===== src/rtl/pwm_wdog_pkg.sv =====
package pwm_wdog_pkg;
  localparam int ADDR_W = 2;
  typedef enum logic [ADDR_W-1:0] {
    A_CFG   = 2'd0,
    A_DUTY  = 2'd1,
    A_CLR   = 2'd2,
    A_SPARE = 2'd3
  } wd_addr_e;
  localparam logic [1:0] MODE_FULL_ON = 2'd3;
endpackage


===== src/rtl/pwm_wdog_counter.sv =====
module pwm_wdog_counter #(
  parameter int CNT_W = 8,
  parameter logic [CNT_W-1:0] RST_VAL = 8'h14
) (
  input  logic             clk,
  input  logic             rst_n,
  input  logic             kick,
  input  logic [CNT_W-1:0] load_val,
  input  logic             tick,
  output logic             expire
);
  localparam logic [CNT_W-1:0] ONE = CNT_W'(1);

  logic [CNT_W-1:0] cnt_q, cnt_d;
  logic             cnt_en;

  always_comb begin
    cnt_en = kick || (tick && (cnt_q != '0));
    cnt_d  = kick ? load_val : (cnt_q - ONE);
    expire = !kick && tick && (cnt_q == ONE);
  end

  always_ff @(posedge clk or negedge rst_n) begin
    if (!rst_n)      cnt_q <= RST_VAL;
    else if (cnt_en) cnt_q <= cnt_d;
  end

  p_reload_r2: assert property (@(posedge clk) disable iff (!rst_n)
    kick |=> cnt_q == $past(load_val));
  p_step_r4: assert property (@(posedge clk) disable iff (!rst_n)
    (!kick && tick && cnt_q != '0) |=> cnt_q == $past(cnt_q) - ONE);
  p_hold_r4: assert property (@(posedge clk) disable iff (!rst_n)
    (!kick && !tick) |=> $stable(cnt_q));
  p_zero_stays_r8: assert property (@(posedge clk) disable iff (!rst_n)
    (!kick && cnt_q == '0) |=> (cnt_q == '0) && !expire);
endmodule


===== src/rtl/pwm_wdog_regs.sv =====
module pwm_wdog_regs
  import pwm_wdog_pkg::*;
#(
  parameter int CNT_W  = 8,
  parameter int DUTY_W = 8,
  parameter int DATA_W = 16,
  parameter logic [CNT_W-1:0] RST_RELOAD = 8'h14
) (
  input  logic              clk,
  input  logic              rst_n,
  input  logic              wr_en,
  input  logic [ADDR_W-1:0] wr_addr,
  input  logic [DATA_W-1:0] wr_data,
  input  logic              expire,
  output logic              kick,
  output logic [CNT_W-1:0]  load_val,
  output logic              irq,
  output logic [1:0]        mode,
  output logic [DUTY_W-1:0] duty
);
  localparam int RLD_LSB = DATA_W - CNT_W;

  logic              cfg_wr, duty_wr, clr_wr;
  logic [1:0]        mode_q, mode_d;
  logic              ien_q, ien_d;
  logic [CNT_W-1:0]  rld_q, rld_d;
  logic [DUTY_W-1:0] duty_q, duty_d;
  logic              flag_q, flag_d;

  always_comb begin
    cfg_wr  = wr_en && (wr_addr == A_CFG);
    duty_wr = wr_en && (wr_addr == A_DUTY);
    clr_wr  = wr_en && (wr_addr == A_CLR) && wr_data[0];
    kick    = cfg_wr || duty_wr;
    load_val = cfg_wr ? wr_data[DATA_W-1:RLD_LSB] : rld_q;

    mode_d = mode_q;
    ien_d  = ien_q;
    rld_d  = rld_q;
    duty_d = duty_q;
    flag_d = flag_q;
    if (cfg_wr) begin
      mode_d = wr_data[1:0];
      ien_d  = wr_data[2];
      rld_d  = wr_data[DATA_W-1:RLD_LSB];
    end
    if (duty_wr) duty_d = wr_data[DUTY_W-1:0];
    if (clr_wr)  flag_d = 1'b0;
    if (expire) begin
      mode_d = MODE_FULL_ON;
      flag_d = 1'b1;
    end
  end

  always_ff @(posedge clk or negedge rst_n) begin
    if (!rst_n) begin
      mode_q <= '0;
      ien_q  <= 1'b0;
      rld_q  <= RST_RELOAD;
      duty_q <= '0;
      flag_q <= 1'b0;
    end else begin
      mode_q <= mode_d;
      ien_q  <= ien_d;
      rld_q  <= rld_d;
      duty_q <= duty_d;
      flag_q <= flag_d;
    end
  end

  assign irq  = flag_q && ien_q;
  assign mode = mode_q;
  assign duty = duty_q;

  p_force_r5: assert property (@(posedge clk) disable iff (!rst_n)
    expire |=> (mode_q == MODE_FULL_ON) && flag_q);
  p_keep_r5: assert property (@(posedge clk) disable iff (!rst_n)
    expire |=> $stable(duty_q) && $stable(rld_q) && $stable(ien_q));
  p_clear_r6: assert property (@(posedge clk) disable iff (!rst_n)
    (clr_wr && !expire) |=> !flag_q);
  p_spare_r9: assert property (@(posedge clk) disable iff (!rst_n)
    (wr_en && wr_addr == A_SPARE && !expire) |=> $stable(mode_q) && $stable(duty_q)
      && $stable(rld_q) && $stable(ien_q));
endmodule


===== src/rtl/pwm_safety_wdog.sv =====
module pwm_safety_wdog #(
  parameter int CNT_W  = 8,
  parameter int DUTY_W = 8,
  parameter int DATA_W = 16,
  parameter logic [CNT_W-1:0] RST_RELOAD = 8'h14
) (
  input  logic              clk,
  input  logic              rst_n,
  input  logic              wr_en,
  input  logic [1:0]        wr_addr,
  input  logic [DATA_W-1:0] wr_data,
  input  logic              tick,
  output logic              irq,
  output logic [1:0]        pwm_mode,
  output logic [DUTY_W-1:0] duty_min
);
  logic             kick, expire;
  logic [CNT_W-1:0] load_val;

  pwm_wdog_regs #(
    .CNT_W(CNT_W), .DUTY_W(DUTY_W), .DATA_W(DATA_W), .RST_RELOAD(RST_RELOAD)
  ) i_regs (
    .clk(clk), .rst_n(rst_n), .wr_en(wr_en), .wr_addr(wr_addr), .wr_data(wr_data),
    .expire(expire), .kick(kick), .load_val(load_val), .irq(irq),
    .mode(pwm_mode), .duty(duty_min)
  );

  pwm_wdog_counter #(.CNT_W(CNT_W), .RST_VAL(RST_RELOAD)) i_cnt (
    .clk(clk), .rst_n(rst_n), .kick(kick), .load_val(load_val),
    .tick(tick), .expire(expire)
  );

  p_irq_gate_r6: assert property (@(posedge clk) disable iff (!rst_n)
    $rose(irq) |-> $past(expire) || $past(wr_en && wr_addr == 2'd0));
endmodule


===== config.mk =====
export PLATFORM = sky130hd
export DESIGN_NAME = pwm_safety_wdog
export DESIGN_NICKNAME = d
export VERILOG_FILES = /design/src/rtl/pwm_wdog_pkg.sv /design/src/rtl/pwm_wdog_counter.sv /design/src/rtl/pwm_wdog_regs.sv /design/src/rtl/pwm_safety_wdog.sv
export SDC_FILE = /design/constraint.sdc
export NUM_CORES = 1
export LEC_CHECK = 0
export BUFFER_PORTS_ARGS = -buffer_cell sky130_fd_sc_hd__buf_2
export CORE_ASPECT_RATIO = 1.25
export CORE_MARGIN = 1.5
export CORE_UTILIZATION = 45
export CTS_CLUSTER_DIAMETER = 150
export DETAILED_ROUTE_END_ITERATION = 12
export PLACE_DENSITY_LB_ADDON = 0.12
export SYNTH_ARGS = -nofsm -noshare
export SYNTH_HDL_FRONTEND = slang
export SYNTH_SLANG_ARGS = --single-unit

===== constraint.sdc =====
create_clock -name clk -period 1.68 [get_ports clk]
set_input_delay 0.168 -clock clk [delete_from_list [all_inputs] [get_ports clk]]
set_output_delay 0.168 -clock clk [all_outputs]
set_load 0.01 [all_outputs]

==> results.txt, run 1 <==
root buffer cell -> clkbuf_4
initial core utilization -> 47.2%
PnR worst setup slack -> 0.117 ns
Syn Area/Cell -> 11.2 sq um
critical path, cell by cell -> inv_1, ha_1, nand2_1, or4_1, a31oi_1
maximum VDD drop -> 0.738 mV
TNS Setup -> 0 ns
Syn Nets -> 149
Vias -> 1055
share of the synthesized area in the top cell type -> 43.2%
Critical Path Fanout Max -> 4
Num CTS Buffers -> 3
Seq pwr share -> 55.8%
Worst Hold End -> i_regs.duty[6]$_DFFE_PN0P_
first-pass GRT wire length -> 4530 um
PwrDens -> 985 nW/um^2
Hold Startpoint -> wr_data[6]
Antenna diodes -> 0
Synth Register Bits -> 28
Hold Crit Depth -> 2
WL/cell -> 13.5 um
Nets -> 186
Clock Path Buffers -> 2
Worst R2R Start -> i_cnt.cnt_q[0]$_DFFE_PN0P_
ys flop type -> dfrtp_1
All-Layer GR Usage -> 17.4%
crit start category -> register
Sw Ratio -> 29.5%
DP Wirelength -> 2000 um
CTS tree -> built
antenna violations before repair -> 0
H-tree levels -> 1
# rows -> 22
largest net degree at the start of global routing -> 29
initial drt markers -> 19
r2r endpoint -> i_cnt.cnt_q[4]$_DFFE_PN1P_
Crit path arrival time -> 1.83 ns
met2 Usage GRT -> 31.1%
Cell Int Power -> 1.15 mW
Slew Limit Headroom -> 58.2%
CTS clk-pin slew, worst paths -> 0.15 ns
count leader, synth -> dfrtp_1
Final Hold Vio Count -> 0
sw power -> 0.480 mW
Top Ports -> 33
Cell variety after synth -> 33
drt pass-1 iters -> 4
actual slew at the worst max-slew pin -> 0.626 ns
clk_lat worst skew -> 0.33 ns
IO Port Bufs -> 32
Post-Synthesis Cells -> 124
vias in the first global route -> 1087
grt total ovfl -> 0
status -> finished clean
DRT Wirelength -> 2650 um
clock power share -> 20.5%
Post-route DRC -> 0
dpl ws -> 0.0689 ns
antenna violation net count after detailed routing -> 0
post-synthesis cell area -> 1390 sq um
RSZ-0062 raised after global routing -> no
Final Skew -> 0.00206 ns
Seq/Total Area, Yosys -> 50.8%
most frequent cells after synthesis -> dfrtp_1, mux2_2, nand2_1
critical path's largest stage delay -> 0.48 ns
Die Span X -> 52.7 um
post-CTS setup buffers -> 0
Slowest cell on crit path -> or4_1
HP Class -> input port to register
Final setup viols -> 0
die height -> 65.1 um
fin crit period -> 1.56 ns
Area Growth Syn to Fin -> 18.9%
max cap viols -> 0
share of post-route cells with drive strength above 1 -> 41.9%
largest cells by area after synthesis -> dfrtp_1, mux2_2, dfstp_2, mux2i_1, a211oi_1
Bufs and invs on worst path -> 1
Vias/cell -> 5.38
Synth warnings -> 0
core outline area -> 2950 sq um
Sink Count -> 28
leakage -> 0.757 nW
Worst path top cell family by delay -> simple AND/OR/NAND/NOR gates
met1 Usage GRT -> 21.8%
Max Clock Freq -> 0.640 GHz
RePlAce Congestion -> 0.867
crit share post-route -> 93.1%
Worst Reg-to-Reg Cells -> 5
Top Usage Layer GRT -> met2
number of synthesized flops with an enable pin -> 0
Max Transition Viols Final -> 0
Reg2Reg Setup Slack -> 0.12 ns
largest area contributor in the netlist -> dfrtp_1
FFs w/ async S/R, synth -> 100%
Comb pwr share -> 23.7%
die area -> 3430 sq um
met3 Use GR -> 2.73%
WP data required -> 1.94 ns
endpoint type of the worst setup path -> register
kind of critical path -> register to register
-- registers in the layout, indices dropped and copies added, names as in the netlist --
| signal | flops |
|---|---|
| i_cnt.cnt_q | 8 |
| i_regs.duty | 8 |
| i_regs.flag_q | 1 |
| i_regs.ien_q | 1 |
| i_regs.mode | 2 |
| i_regs.rld_q | 8 |
-- per-layer routing --
metal,part of all wire (%),vias to the layer above
met5,0,-
met4,1.1,0
met3,2.4,4
met2,50,20
met1,46,513
li1,-,518
-- worst max-delay path by stage --
stage	from	end	slack [ns]	cells past startpoint
after CTS	i_cnt.cnt_q[0]$_DFFE_PN0P_	i_cnt.cnt_q[4]$_DFFE_PN1P_	0.03	5
after global routing	i_cnt.cnt_q[1]$_DFFE_PN0P_	i_cnt.cnt_q[7]$_DFFE_PN0P_	0.01	4
after floorplan	i_cnt.cnt_q[0]$_DFFE_PN0P_	i_cnt.cnt_q[4]$_DFFE_PN1P_	0.22	5
after global placement	i_cnt.cnt_q[0]$_DFFE_PN0P_	i_cnt.cnt_q[4]$_DFFE_PN1P_	0.18	5
after detailed placement	i_cnt.cnt_q[0]$_DFFE_PN0P_	i_cnt.cnt_q[4]$_DFFE_PN1P_	0.07	5
final	i_cnt.cnt_q[0]$_DFFE_PN0P_	i_cnt.cnt_q[4]$_DFFE_PN1P_	0.12	5
-- cells by family after synthesis --
logic type               share of synthesized area, %
AND/OR/NAND/NOR                                  15.8
flip-flops                                       50.8
AO/OA/AOI/OAI                                    11.3
multiplexers                                     16.7
buffers and inverters                            2.88
adder cells (fa/ha/maj)                          2.70
-- metrics by stage --
stage               power, mW  instance area (sq um)  std cells  hold WS, ns  util [%]
detailed placement       1.31                   1600        191        0.231      54.5
CTS                      1.64                   1650        196       0.0501      56.0
floorplan                1.16                   1390        124       -0.128         -
global placement         1.29                   1600        191        0.222      54.5
finish                   1.63                   1650        196       0.0543      56.1
global route             1.73                   1650        196       0.0441      56.1
-- cells in the final DEF, fill, tap and decap left out, types with 2 or more instances in the layout --
master	instances
buf_4	5
nor2b_1	6
o21ai_0	4
nand2_1	9
clkbuf_4	3
dfstp_2	4
inv_1	3
a31oi_1	4
buf_2	32
a211oi_1	5
nor2_1	4
a21oi_1	7
mux2i_1	4
ha_1	2
or3_1	2
nand3_1	6
mux2_2	17
and3_1	2
dfrtp_1	24
-- repair_timing --
| item | 4_1_cts | 5_1_grt |
|---|---|---|
| gates resized for setup | 0 | 1 |
| hold buffers | 1 | 0 |
| endpoints found under the hold margin | 24 | 0 |
| endpoints found under the setup margin | 0 | 2 |
-- power by group through the flow --
stage          combinational [mW]  sequential, mW  clock (mW)
2_1_floorplan               0.232           0.926           0
3_3_place_gp                0.373           0.917           0
3_5_place_dp                0.384           0.922           0
4_1_cts                     0.388           0.908       0.342
5_1_grt                     0.434           0.928       0.370
6_report                    0.386           0.908       0.334
-- final cells by class --
cell class	instances	area, sq um
inverter	3	11.3
clock buffer	4	36.3
multi-input combinational	87	647
tap	36	45.0
sequential	28	706
fill	255	1290
timing repair buffer	38	208
Power figures use the tool's default switching activity.
==> inputs of run 2 (changes only) <==
CORE_UTILIZATION = 40   (was 45)
==> run 2 against run 1 <==
Effect of this change: fmax is 2.5% lower; final cell count stayed put; core utilization is 5.0 points lower; via count is 1.7% higher; register-to-register slack worse by 0.04 ns; first-iteration DRC count is 16% higher; routed wire length is 3.3% higher; non-clock buffer count is 1 lower; combinational power is 1% higher; sequential share of layout area is 0.26 points lower; hold slack better by 0.067 ns.
==> results.txt, run 2 (synthesis results as in run 1) <==
Nets -> 185
dpl cells -> 190
die height -> 68.9 um
Die Span X -> 55.7 um
DP Wirelength -> 2090 um
status -> finished clean
All-Layer GR Usage -> 15.1%
commonest cells after routing, fill and taps aside -> buf_2, dfrtp_1, mux2_2, nand2_1, a21oi_1
Clock Path Buffers -> 2
share of post-route cells with drive strength above 1 -> 40.9%
critical path, cell by cell -> inv_1, ha_1, and3_1, or4_1, a31oi_1
max cap viols -> 0
grt total ovfl -> 0
Final Skew -> 0.00339 ns
Post-route DRC -> 0
H-tree levels -> 1
post-CTS resize count -> 0
crit start category -> register
Bufs and invs on worst path -> 1
IO Port Bufs -> 32
critical path's largest stage delay -> 0.41 ns
clk_lat worst skew -> 0.27 ns
PwrDens -> 1030 nW/um^2
largest net degree at the start of global routing -> 29
core outline area -> 3250 sq um
Area Growth Syn to Fin -> 19.6%
endpoint type of the worst setup path -> register
Max Transition Viols Final -> 0
first-pass GRT wire length -> 4470 um
Vias/cell -> 5.47
Worst path top cell family by delay -> simple AND/OR/NAND/NOR gates
Top Ports -> 33
Vias -> 1073
DRT Wirelength -> 2740 um
RePlAce Congestion -> 0.807
initial core utilization -> 42.7%
Num CTS Buffers -> 3
final hold slack -> 0.121 ns
Slowest cell on crit path -> or4_1
multi-input logic area -> 644 sq um
most common cell after layout, fill and taps aside -> buf_2
Sink Count -> 28
actual slew at the worst max-slew pin -> 0.620 ns
crit share post-route -> 95.5%
register area -> 706 sq um
Antenna diodes -> 0
leakage -> 0.761 nW
vias in the first global route -> 1060
root buffer cell -> clkbuf_8
CTS clk-pin slew, worst paths -> 0.09 ns
kind of critical path -> register to register
antenna violation net count after detailed routing -> 0
Final Hold Vio Count -> 0
Critical Path Fanout Max -> 5
fin crit period -> 1.60 ns
WL/cell -> 14.0 um
WP data required -> 1.88 ns
Finished Layout Cells -> 196
HP Class -> input port to register
initial drt markers -> 22
CTS tree -> built
maximum VDD drop -> 0.564 mV
Final setup viols -> 0
Overall Power -> 1.71 mW
Max Clock Freq -> 0.624 GHz
final core utilization -> 51.1%
filler instances -> 308
drt pass-1 iters -> 5
Crit path arrival time -> 1.80 ns
# rows -> 23
antenna violations before repair -> 0
die area -> 3840 sq um
Slew Limit Headroom -> 58.6%
[run 2: final cells by class]
class	count	share of cell area (%)
Clock buffer	4	3.31
Inverter	3	0.677
Multi-Input combinational cell	87	38.8
Sequential cell	28	42.4
Tap cell	37	2.78
Timing Repair Buffer	37	12.0
[run 2: timing repair]
action	4_1_cts	5_1_grt
hold buffers	1	0
hold endpoints to repair	24	0
buffers inserted	0	1
setup endpoints to repair	0	1
[run 2: report_power, final]
group          switching (mW)  internal [mW]
clock network           0.203          0.210
registers              0.0911          0.817
logic                   0.190          0.200
[run 2: stage by stage]
| stage | TNS, ns | setup slack, ns | instance area [sq um] |
|---|---|---|---|
| 6_report | 0 | 0.0763 | 1660 |
| 5_1_grt | -0.00321 | -0.00321 | 1660 |
| 3_3_place_gp | 0 | 0.169 | 1590 |
| 2_1_floorplan | 0 | 0.219 | 1390 |
| 3_5_place_dp | 0 | 0.0934 | 1590 |
| 4_1_cts | 0 | 0.0699 | 1660 |
[run 2: path summary, 6_finish.rpt]
| check | from | end | slack [ns] | cells past startpoint |
|---|---|---|---|---|
| max reg2reg | i_cnt.cnt_q[0]$_DFFE_PN0P_ | i_cnt.cnt_q[4]$_DFFE_PN1P_ | 0.08 | 5 |
| min | wr_data[5] | i_regs.duty[5]$_DFFE_PN0P_ | 0.12 | 2 |
| min reg2reg | i_regs.flag_q$_DFFE_PN0P_ | i_regs.flag_q$_DFFE_PN0P_ | 0.49 | 2 |
| max in group asynchronous | rst_n | i_cnt.cnt_q[5]$_DFFE_PN0P_ | 0.84 | 2 |
| max | i_cnt.cnt_q[0]$_DFFE_PN0P_ | i_cnt.cnt_q[4]$_DFFE_PN1P_ | 0.08 | 5 |
| min in group asynchronous | rst_n | i_regs.ien_q$_DFFE_PN0N_ | 0.44 | 2 |
[run 2: layer usage]
layer / GRT usage (%) / part of all wire, % / wire length (um)
met5: 0 / 0 / 0
met4: 6.40 / 2.0 / 54
met3: 2.43 / 5.0 / 136
met2: 28.6 / 50 / 1360
met1: 17.0 / 43 / 1190
